--- config.mk ---
export PLATFORM = sky130hd
export DESIGN_NAME = pci_irq_router
export DESIGN_NICKNAME = d
export VERILOG_FILES = /design/src/rtl/irq_steer_pkg.sv /design/src/rtl/steer_regs.sv /design/src/rtl/steer_map.sv /design/src/rtl/irq_prio.sv /design/src/rtl/pci_irq_router.sv
export SDC_FILE = /design/constraint.sdc
export NUM_CORES = 1
export LEC_CHECK = 0
export ABC_AREA = 1
export BUFFER_PORTS_ARGS = -buffer_cell sky130_fd_sc_hd__buf_2
export CAP_MARGIN = 20
export CORE_ASPECT_RATIO = 1.1
export CORE_MARGIN = 2
export CORE_UTILIZATION = 45
export DETAILED_ROUTE_END_ITERATION = 10
export PLACE_DENSITY = 0.79
export SLEW_MARGIN = 10
export SYNTH_ARGS = -nofsm -noshare
export SYNTH_HDL_FRONTEND = slang
export SYNTH_SLANG_ARGS = --single-unit
--- constraint.sdc ---
create_clock -name clk -period 3.3 [get_ports clk]
set_input_delay 0.825 -clock clk [delete_from_list [all_inputs] [get_ports clk]]
set_output_delay 0.825 -clock clk [all_outputs]
set_load 0.005 [all_outputs]
--- src/rtl/irq_steer_pkg.sv ---
package irq_steer_pkg;
  localparam int          LINES      = 4;
  localparam int          IRQS       = 16;
  localparam int          AW         = 8;
  localparam int          DW         = 8;
  localparam int          TGT_W      = 4;
  localparam int          DIS_BIT    = 7;
  localparam logic [7:0]  CFG_BASE   = 8'h60;
  localparam logic [7:0]  ENTRY_RST  = 8'h80;
  // legal targets: 1,3..7,9..12,14,15
  localparam logic [15:0] LEGAL_MASK = 16'hDEFA;
endpackage

--- src/rtl/steer_regs.sv ---
module steer_regs
  import irq_steer_pkg::*;
#(
  parameter int            N_LINES = LINES,
  parameter int            A_W     = AW,
  parameter int            D_W     = DW,
  parameter logic [AW-1:0] BASE    = CFG_BASE,
  parameter logic [DW-1:0] RST_VAL = ENTRY_RST
) (
  input  logic                   clk,
  input  logic                   rst_n,
  input  logic [A_W-1:0]         addr,
  input  logic                   wr,
  input  logic [D_W-1:0]         wdata,
  output logic [D_W-1:0]         rdata,
  output logic [N_LINES*D_W-1:0] regs_flat
);
  localparam int             IDX_W   = (N_LINES > 1) ? $clog2(N_LINES) : 1;
  localparam logic [A_W-1:0] N_LINES_A = A_W'(N_LINES);

  logic [A_W-1:0]   off;
  logic             in_range;
  logic [IDX_W-1:0] idx;
  logic             wr_en;
  logic [D_W-1:0]   regs_q [N_LINES];
  logic [D_W-1:0]   regs_d [N_LINES];

  always_comb begin
    off      = addr - BASE;
    in_range = (off < N_LINES_A);
    idx      = off[IDX_W-1:0];
    wr_en    = wr && in_range;
  end

  always_comb begin
    for (int k = 0; k < N_LINES; k++) regs_d[k] = regs_q[k];
    if (wr_en) regs_d[idx] = wdata;
  end

  always_ff @(posedge clk or negedge rst_n) begin
    if (!rst_n) begin
      for (int k = 0; k < N_LINES; k++) regs_q[k] <= RST_VAL;
    end else if (wr_en) begin
      for (int k = 0; k < N_LINES; k++) regs_q[k] <= regs_d[k];
    end
  end

  always_comb begin
    rdata = in_range ? regs_q[idx] : '0;
  end

  for (genvar g = 0; g < N_LINES; g++) begin : g_flat
    assign regs_flat[g*D_W +: D_W] = regs_q[g];

    // a write to this entry's offset lands on the next edge
    assert_write_lands_R2: assert property (@(posedge clk) disable iff (!rst_n)
      (wr && addr == BASE + A_W'(g)) |=> (regs_q[g] == $past(wdata)));

    // writes elsewhere (or no write) leave the entry alone
    assert_entry_hold_R6: assert property (@(posedge clk) disable iff (!rst_n)
      !(wr && addr == BASE + A_W'(g)) |=> $stable(regs_q[g]));
  end
endmodule

--- src/rtl/steer_map.sv ---
module steer_map
  import irq_steer_pkg::*;
#(
  parameter int             N_LINES = LINES,
  parameter int             N_IRQ   = IRQS,
  parameter int             D_W     = DW,
  parameter int             T_W     = TGT_W,
  parameter int             OFF_BIT = DIS_BIT,
  parameter logic [IRQS-1:0] LEGAL  = LEGAL_MASK
) (
  input  logic [N_LINES*D_W-1:0] regs_flat,
  input  logic [N_LINES-1:0]     pci_int_n,
  input  logic [N_IRQ-1:0]       isa_irq,
  output logic [N_IRQ-1:0]       steered,
  output logic [N_IRQ-1:0]       irq_out
);
  logic [N_IRQ-1:0] line_vec [N_LINES];

  for (genvar g = 0; g < N_LINES; g++) begin : g_line
    logic [D_W-1:0] ent;
    logic [T_W-1:0] tgt;
    logic           live;
    always_comb begin
      ent  = regs_flat[g*D_W +: D_W];
      tgt  = ent[T_W-1:0];
      live = !ent[OFF_BIT] && LEGAL[tgt] && !pci_int_n[g];
      line_vec[g] = live ? (N_IRQ'(1) << tgt) : '0;
    end
  end

  always_comb begin
    steered = '0;
    for (int k = 0; k < N_LINES; k++) steered = steered | line_vec[k];
    irq_out = steered | isa_irq;
  end
endmodule

--- src/rtl/irq_prio.sv ---
module irq_prio #(
  parameter int N_IRQ = 16,
  parameter int ID_W  = (N_IRQ > 1) ? $clog2(N_IRQ) : 1
) (
  input  logic [N_IRQ-1:0] req,
  output logic [ID_W-1:0]  id,
  output logic             valid
);
  always_comb begin
    id    = '0;
    valid = |req;
    for (int i = N_IRQ - 1; i >= 0; i--) begin
      if (req[i]) id = ID_W'(i);
    end
  end
endmodule

--- src/rtl/pci_irq_router.sv ---
module pci_irq_router
  import irq_steer_pkg::*;
#(
  parameter int N_LINES = LINES,
  parameter int N_IRQ   = IRQS,
  parameter int ID_W    = $clog2(IRQS)
) (
  input  logic               clk,
  input  logic               rst_n,
  input  logic [AW-1:0]      cfg_addr,
  input  logic               cfg_wr,
  input  logic [DW-1:0]      cfg_wdata,
  output logic [DW-1:0]      cfg_rdata,
  input  logic [N_LINES-1:0] pci_int_n,
  input  logic [N_IRQ-1:0]   isa_irq,
  output logic [N_IRQ-1:0]   irq_out,
  output logic [ID_W-1:0]    irq_id,
  output logic               irq_valid,
  output logic               intr
);
  logic [1:0]               sync_q;
  logic                     rst_sync_n;
  logic [N_LINES*DW-1:0]    regs_flat;
  logic [N_IRQ-1:0]         steered;

  always_ff @(posedge clk or negedge rst_n) begin
    if (!rst_n) sync_q <= 2'b00;
    else        sync_q <= {sync_q[0], 1'b1};
  end
  assign rst_sync_n = sync_q[1];

  steer_regs #(.N_LINES(N_LINES), .A_W(AW), .D_W(DW),
               .BASE(CFG_BASE), .RST_VAL(ENTRY_RST)) u_regs (
    .clk      (clk),
    .rst_n    (rst_sync_n),
    .addr     (cfg_addr),
    .wr       (cfg_wr),
    .wdata    (cfg_wdata),
    .rdata    (cfg_rdata),
    .regs_flat(regs_flat)
  );

  steer_map #(.N_LINES(N_LINES), .N_IRQ(N_IRQ), .D_W(DW), .T_W(TGT_W),
              .OFF_BIT(DIS_BIT), .LEGAL(LEGAL_MASK)) u_map (
    .regs_flat(regs_flat),
    .pci_int_n(pci_int_n),
    .isa_irq  (isa_irq),
    .steered  (steered),
    .irq_out  (irq_out)
  );

  irq_prio #(.N_IRQ(N_IRQ), .ID_W(ID_W)) u_prio (
    .req  (irq_out),
    .id   (irq_id),
    .valid(irq_valid)
  );

  assign intr = irq_valid;

  // steering never lands on an illegal IRQ
  assert_no_illegal_R4: assert property (@(posedge clk) disable iff (!rst_sync_n)
    (steered & ~LEGAL_MASK) == '0);

  // legacy requests always survive the merge
  assert_isa_kept_R5: assert property (@(posedge clk) disable iff (!rst_sync_n)
    (irq_out & isa_irq) == isa_irq);

  // the reported winner is pending and nothing lower is
  assert_lowest_wins_R7: assert property (@(posedge clk) disable iff (!rst_sync_n)
    irq_valid |-> (irq_out[irq_id] &&
                   ((irq_out & ((N_IRQ'(1) << irq_id) - N_IRQ'(1))) == '0)));

  // processor request tracks any pending IRQ
  assert_intr_tracks_R8: assert property (@(posedge clk) disable iff (!rst_sync_n)
    intr == (irq_out != '0));

  // with all PCI lines high, nothing is steered
  assert_idle_lines_R9: assert property (@(posedge clk) disable iff (!rst_sync_n)
    (&pci_int_n) |-> (steered == '0));
endmodule

==> results.json <==
{
  "final.hold.worst_slack_ns": 0.271,
  "static-leakage-power_nw": 1.74,
  "grt-ovfl-total": 0,
  "skew_ns": 0.00223,
  "setup_viol": 3,
  "hold_viol": 0,
  "timing.critical_path.cells": "buf_4 > buf_4 > buf_4 > nand3_1 > nor2_1 > nand3_1 > nand2_1 > nor2_2 > nand2_2 > nand2_1 > nand2_1 > nand2_1 > nand2_1 > nand2_1 > nand2_1 > nand2_1 > nand2_1 > nand2_1 > nand2_1 > nand2_1 > nand2_1 > nand2_1 > a21oi_2 > buf_2",
  "place_hpwl_um": 6780,
  "synth.cell_area_um2": 2780,
  "core_area_um2": 6080,
  "worst_path_maximum_fanout": 6,
  "slew_violations": 0,
  "worstSetupStartpoint": "u_regs.regs_flat[24]",
  "detail_route.wl_per_cell_um": 14.9,
  "routed_wl_um": 8750,
  "grt_pass1_wl_um": 13600,
  "worst-path-stages": 24,
  "cts.path.max_buffers": 2,
  "tritoncts": "yes",
  "category_of_the_critical_setup_timing_path": "flip-flop to primary output",
  "tritoncts.num_buffers": 5,
  "path_delay_family": "simple AND/OR/NAND/NOR gates",
  "critical_path.reg2reg.endpoint": "u_regs.regs_flat[24]",
  "worstSetupEndpointType": "primary output",
  "syn-num-nets": 464,
  "clock_sink_count": 34,
  "routed-via-count": 3071,
  "holdCritPathClass": "flip-flop to async pin",
  "worst-r2r-setup-slack_ns": 2.22,
  "start_util": 0.458,
  "ctsHtreeMaxLevel": 2,
  "pwr_density_cell_nw_per_um2": 302,
  "synth-seq-cells": 34,
  "finalWeightedCongestion": 0.989,
  "critical_path.max_stage_delay_ns": 0.40,
  "via_count_of_the_first_global_routing_pass": 2967,
  "slew_headroom": 0.581,
  "drtIter0Drc": 189,
  "syn_to_final_growth_pct": 30.0,
  "cp.arrival_ns": 2.50,
  "area_occupied_by_registers_um2": 856,
  "slowest_stage": "sky130_fd_sc_hd__dfrtp_1",
  "violations": "setup timing",
  "clock-root-buffer": "sky130_fd_sc_hd__clkbuf_8",
  "die_height_um": 86.5,
  "ant_nets": 0,
  "top_level_ports": 69,
  "synthesis.area_per_instance_um2": 6.63,
  "number_of_antenna_violations_at_the_first_check_in_global_routing": 0,
  "critical_path_buf_inv_count": 4,
  "std_cell_rows": 30,
  "post_synth_inst_count": 420,
  "maximum_number_of_pins_on_one_net_before_global_route_repair": 33,
  "timing_worst_slew_pin_value_ns": 0.613,
  "io_buffer_count": 68,
  "placed_cells": 566,
  "netlist-cell-type-count": 44,
  "worstReg2RegStart": "u_regs.regs_flat[24]",
  "post_route_cells_drive_above_1_share": 0.364,
  "die-width_um": 79.0,
  "design.die.area_um2": 6830,
  "crit_share_post_route": 1.01,
  "max_cap_violations": 0,
  "multi_input_comb_area_um2": 1760,
  "worstSetupEndpoint": "irq_id[0]",
  "drtPass1Iterations": 4,
  "global_route_usage_sum": 0.258,
  "worst_skew_pair_later_pin_latency_ns": 0.28,
  "outcome": "finished, violations left",
  "dominant_cell_type_by_count_on_the_critical_path": "sky130_fd_sc_hd__nand2_1",
  "postLayoutSetupSlackWorst_ns": -0.0291,
  "worst_ir_drop_vdd_v": 0.000301,
  "antenna_cells_inserted": 0,
  "finalWorstPathRequiredPeriod_ns": 3.33,
  "cp.required_ns": 2.47,
  "setup.worst_path.start_class": "flip-flop",
  "ys.warnings.count": 0,
  "non_filler_instances": 588,
  "unrepaired_setup_endpoints_after_global_routing": "yes",
  "viasPerCell": 5.22,
  "seq_area_frac_synth": 0.307,
  "num-nets-final": 551,
  "hold_buffers": 0,
  "max_freq_mhz": 300,
  "ff2ff_path_depth": 5,
  "residual_drc": 0,
  "filler_cell_count": 613,
  "clk_pin_slew_worst_paths_ns": 0.07
}
-- worst min-delay path by stage --
| stage | cells after the start | from | endpoint | slack (ns) |
|---|---|---|---|---|
| 6_report | 1 | sync_q[1] | u_regs.regs_flat[14] | 0.27 |
| 5_1_grt | 1 | rst_n | sync_q[0] | 0.31 |
| 4_1_cts | 1 | sync_q[1] | u_regs.regs_flat[30] | 0.29 |
| 3_5_place_dp | 1 | sync_q[1] | u_regs.regs_flat[22] | 0.28 |
| 3_3_place_gp | 1 | sync_q[1] | u_regs.regs_flat[30] | 0.26 |
| 2_1_floorplan | 0 | sync_q[0] | sync_q[1] | 0.33 |
-- per-layer routing --
metal | part of all wire | vias to the layer above | GRT usage
li1 | - | 1547 | -
met1 | 0.41 | 1401 | 0.309
met2 | 0.52 | 106 | 0.477
met3 | 0.042 | 17 | 0.0281
met4 | 0.025 | 0 | 0.0893
met5 | 0 | - | 0
-- Yosys cell counts, drive strengths merged --
cell | instances | share of area
nand2 | 102 | 0.15
inv | 68 | 0.093
nor2 | 56 | 0.093
o21ai | 41 | 0.076
nor3 | 31 | 0.059
dfrtp | 30 | 0.27
nand3 | 18 | 0.034
a22oi | 11 | 0.030
buf | 11 | 0.027
a21oi | 7 | 0.014
ha | 5 | 0.022
o22ai | 5 | 0.011
and2 | 4 | 0.0094
clkbuf | 4 | 0.0054
dfstp | 4 | 0.038
nor4 | 4 | 0.016
a2111oi | 3 | 0.0094
a311oi | 3 | 0.0094
nand4 | 2 | 0.0045
o211ai | 2 | 0.0054
a211oi | 1 | 0.0027
a21boi | 1 | 0.0027
a221oi | 1 | 0.0031
a31oi | 1 | 0.0022
clkinv | 1 | 0.0013
conb | 1 | 0.0013
nand3b | 1 | 0.0027
o2111a | 1 | 0.0040
o31ai | 1 | 0.0027
-- power breakdown --
group	switching, mW	internal, mW	total, mW	leakage (nW)
clock	0.147	0.167	0.314	0.0472
sequential	0.0289	0.443	0.472	0.450
combinational	0.181	0.125	0.306	1.24
total	0.357	0.736	1.09	1.74
-- layout make-up --
cell class | count | share of cell area
Timing Repair Buffer | 95 | 0.151
Tap cell | 80 | 0.0277
Sequential cell | 34 | 0.236
Clock buffer | 6 | 0.0228
Multi-Input combinational cell | 302 | 0.486
Inverter | 69 | 0.0722
Clock inverter | 2 | 0.00346
-- through the flow --
step / area [um^2] / utilization / setup WS, ns / setup TNS, ns / power, mW
floorplan: 2780 / - / 0.381 / 0 / 0.643
global placement: 3230 / 0.531 / 0.0253 / 0 / 0.727
detailed placement: 3230 / 0.531 / 0.00718 / 0 / 0.735
CTS: 3430 / 0.564 / 0.0105 / 0 / 1.07
global route: 3620 / 0.595 / -0.211 / -0.992 / 1.15
finish: 3620 / 0.595 / -0.0291 / -0.0542 / 1.09
-- cell usage in the layout (no fill, tap or decap), types with 2 or more instances in the layout --
| master | instances |
|---|---|
| sky130_fd_sc_hd__a2111oi_0 | 3 |
| sky130_fd_sc_hd__a21oi_1 | 5 |
| sky130_fd_sc_hd__a21oi_2 | 2 |
| sky130_fd_sc_hd__a22oi_1 | 10 |
| sky130_fd_sc_hd__a311oi_1 | 2 |
| sky130_fd_sc_hd__and2_1 | 2 |
| sky130_fd_sc_hd__buf_2 | 68 |
| sky130_fd_sc_hd__buf_4 | 26 |
| sky130_fd_sc_hd__clkbuf_8 | 6 |
| sky130_fd_sc_hd__dfrtp_1 | 30 |
| sky130_fd_sc_hd__dfstp_2 | 4 |
| sky130_fd_sc_hd__ha_1 | 2 |
| sky130_fd_sc_hd__ha_4 | 3 |
| sky130_fd_sc_hd__inv_1 | 50 |
| sky130_fd_sc_hd__inv_2 | 17 |
| sky130_fd_sc_hd__nand2_1 | 86 |
| sky130_fd_sc_hd__nand2_2 | 11 |
| sky130_fd_sc_hd__nand2_4 | 5 |
| sky130_fd_sc_hd__nand3_1 | 16 |
| sky130_fd_sc_hd__nand3_2 | 2 |
| sky130_fd_sc_hd__nand4_1 | 2 |
| sky130_fd_sc_hd__nor2_1 | 33 |
| sky130_fd_sc_hd__nor2_2 | 13 |
| sky130_fd_sc_hd__nor2_4 | 10 |
| sky130_fd_sc_hd__nor3_1 | 27 |
| sky130_fd_sc_hd__nor3_2 | 2 |
| sky130_fd_sc_hd__nor3_4 | 2 |
| sky130_fd_sc_hd__nor4_2 | 2 |
| sky130_fd_sc_hd__o211ai_1 | 2 |
| sky130_fd_sc_hd__o21ai_0 | 35 |
| sky130_fd_sc_hd__o21ai_1 | 4 |
| sky130_fd_sc_hd__o21ai_2 | 2 |
| sky130_fd_sc_hd__o22ai_1 | 5 |
-- timing repair --
action | in CTS | in global routing
pin swaps | 9 | 24
gates resized for setup | 17 | 32
endpoints found under the hold margin | 0 | 0
setup endpoints to repair | 6 | 6
buffers inserted | 5 | 9
cloned | 0 | 0
-- state kept, by name (all words and copies together), names as in the netlist --
name and count:
sync_q 2, u_regs.regs_flat 32
-- cells by family after synthesis --
logic type / count (synthesis) / synth area share
adders and majority gates: 5 / 0.0225
other: 1 / 0.00135
DFF: 34 / 0.307
and+or+nand+nor: 218 / 0.369
AOI/OAI and AO/OA: 78 / 0.173
buffers and inverters: 84 / 0.126
Note: power is estimated with default switching activity, not from simulation.
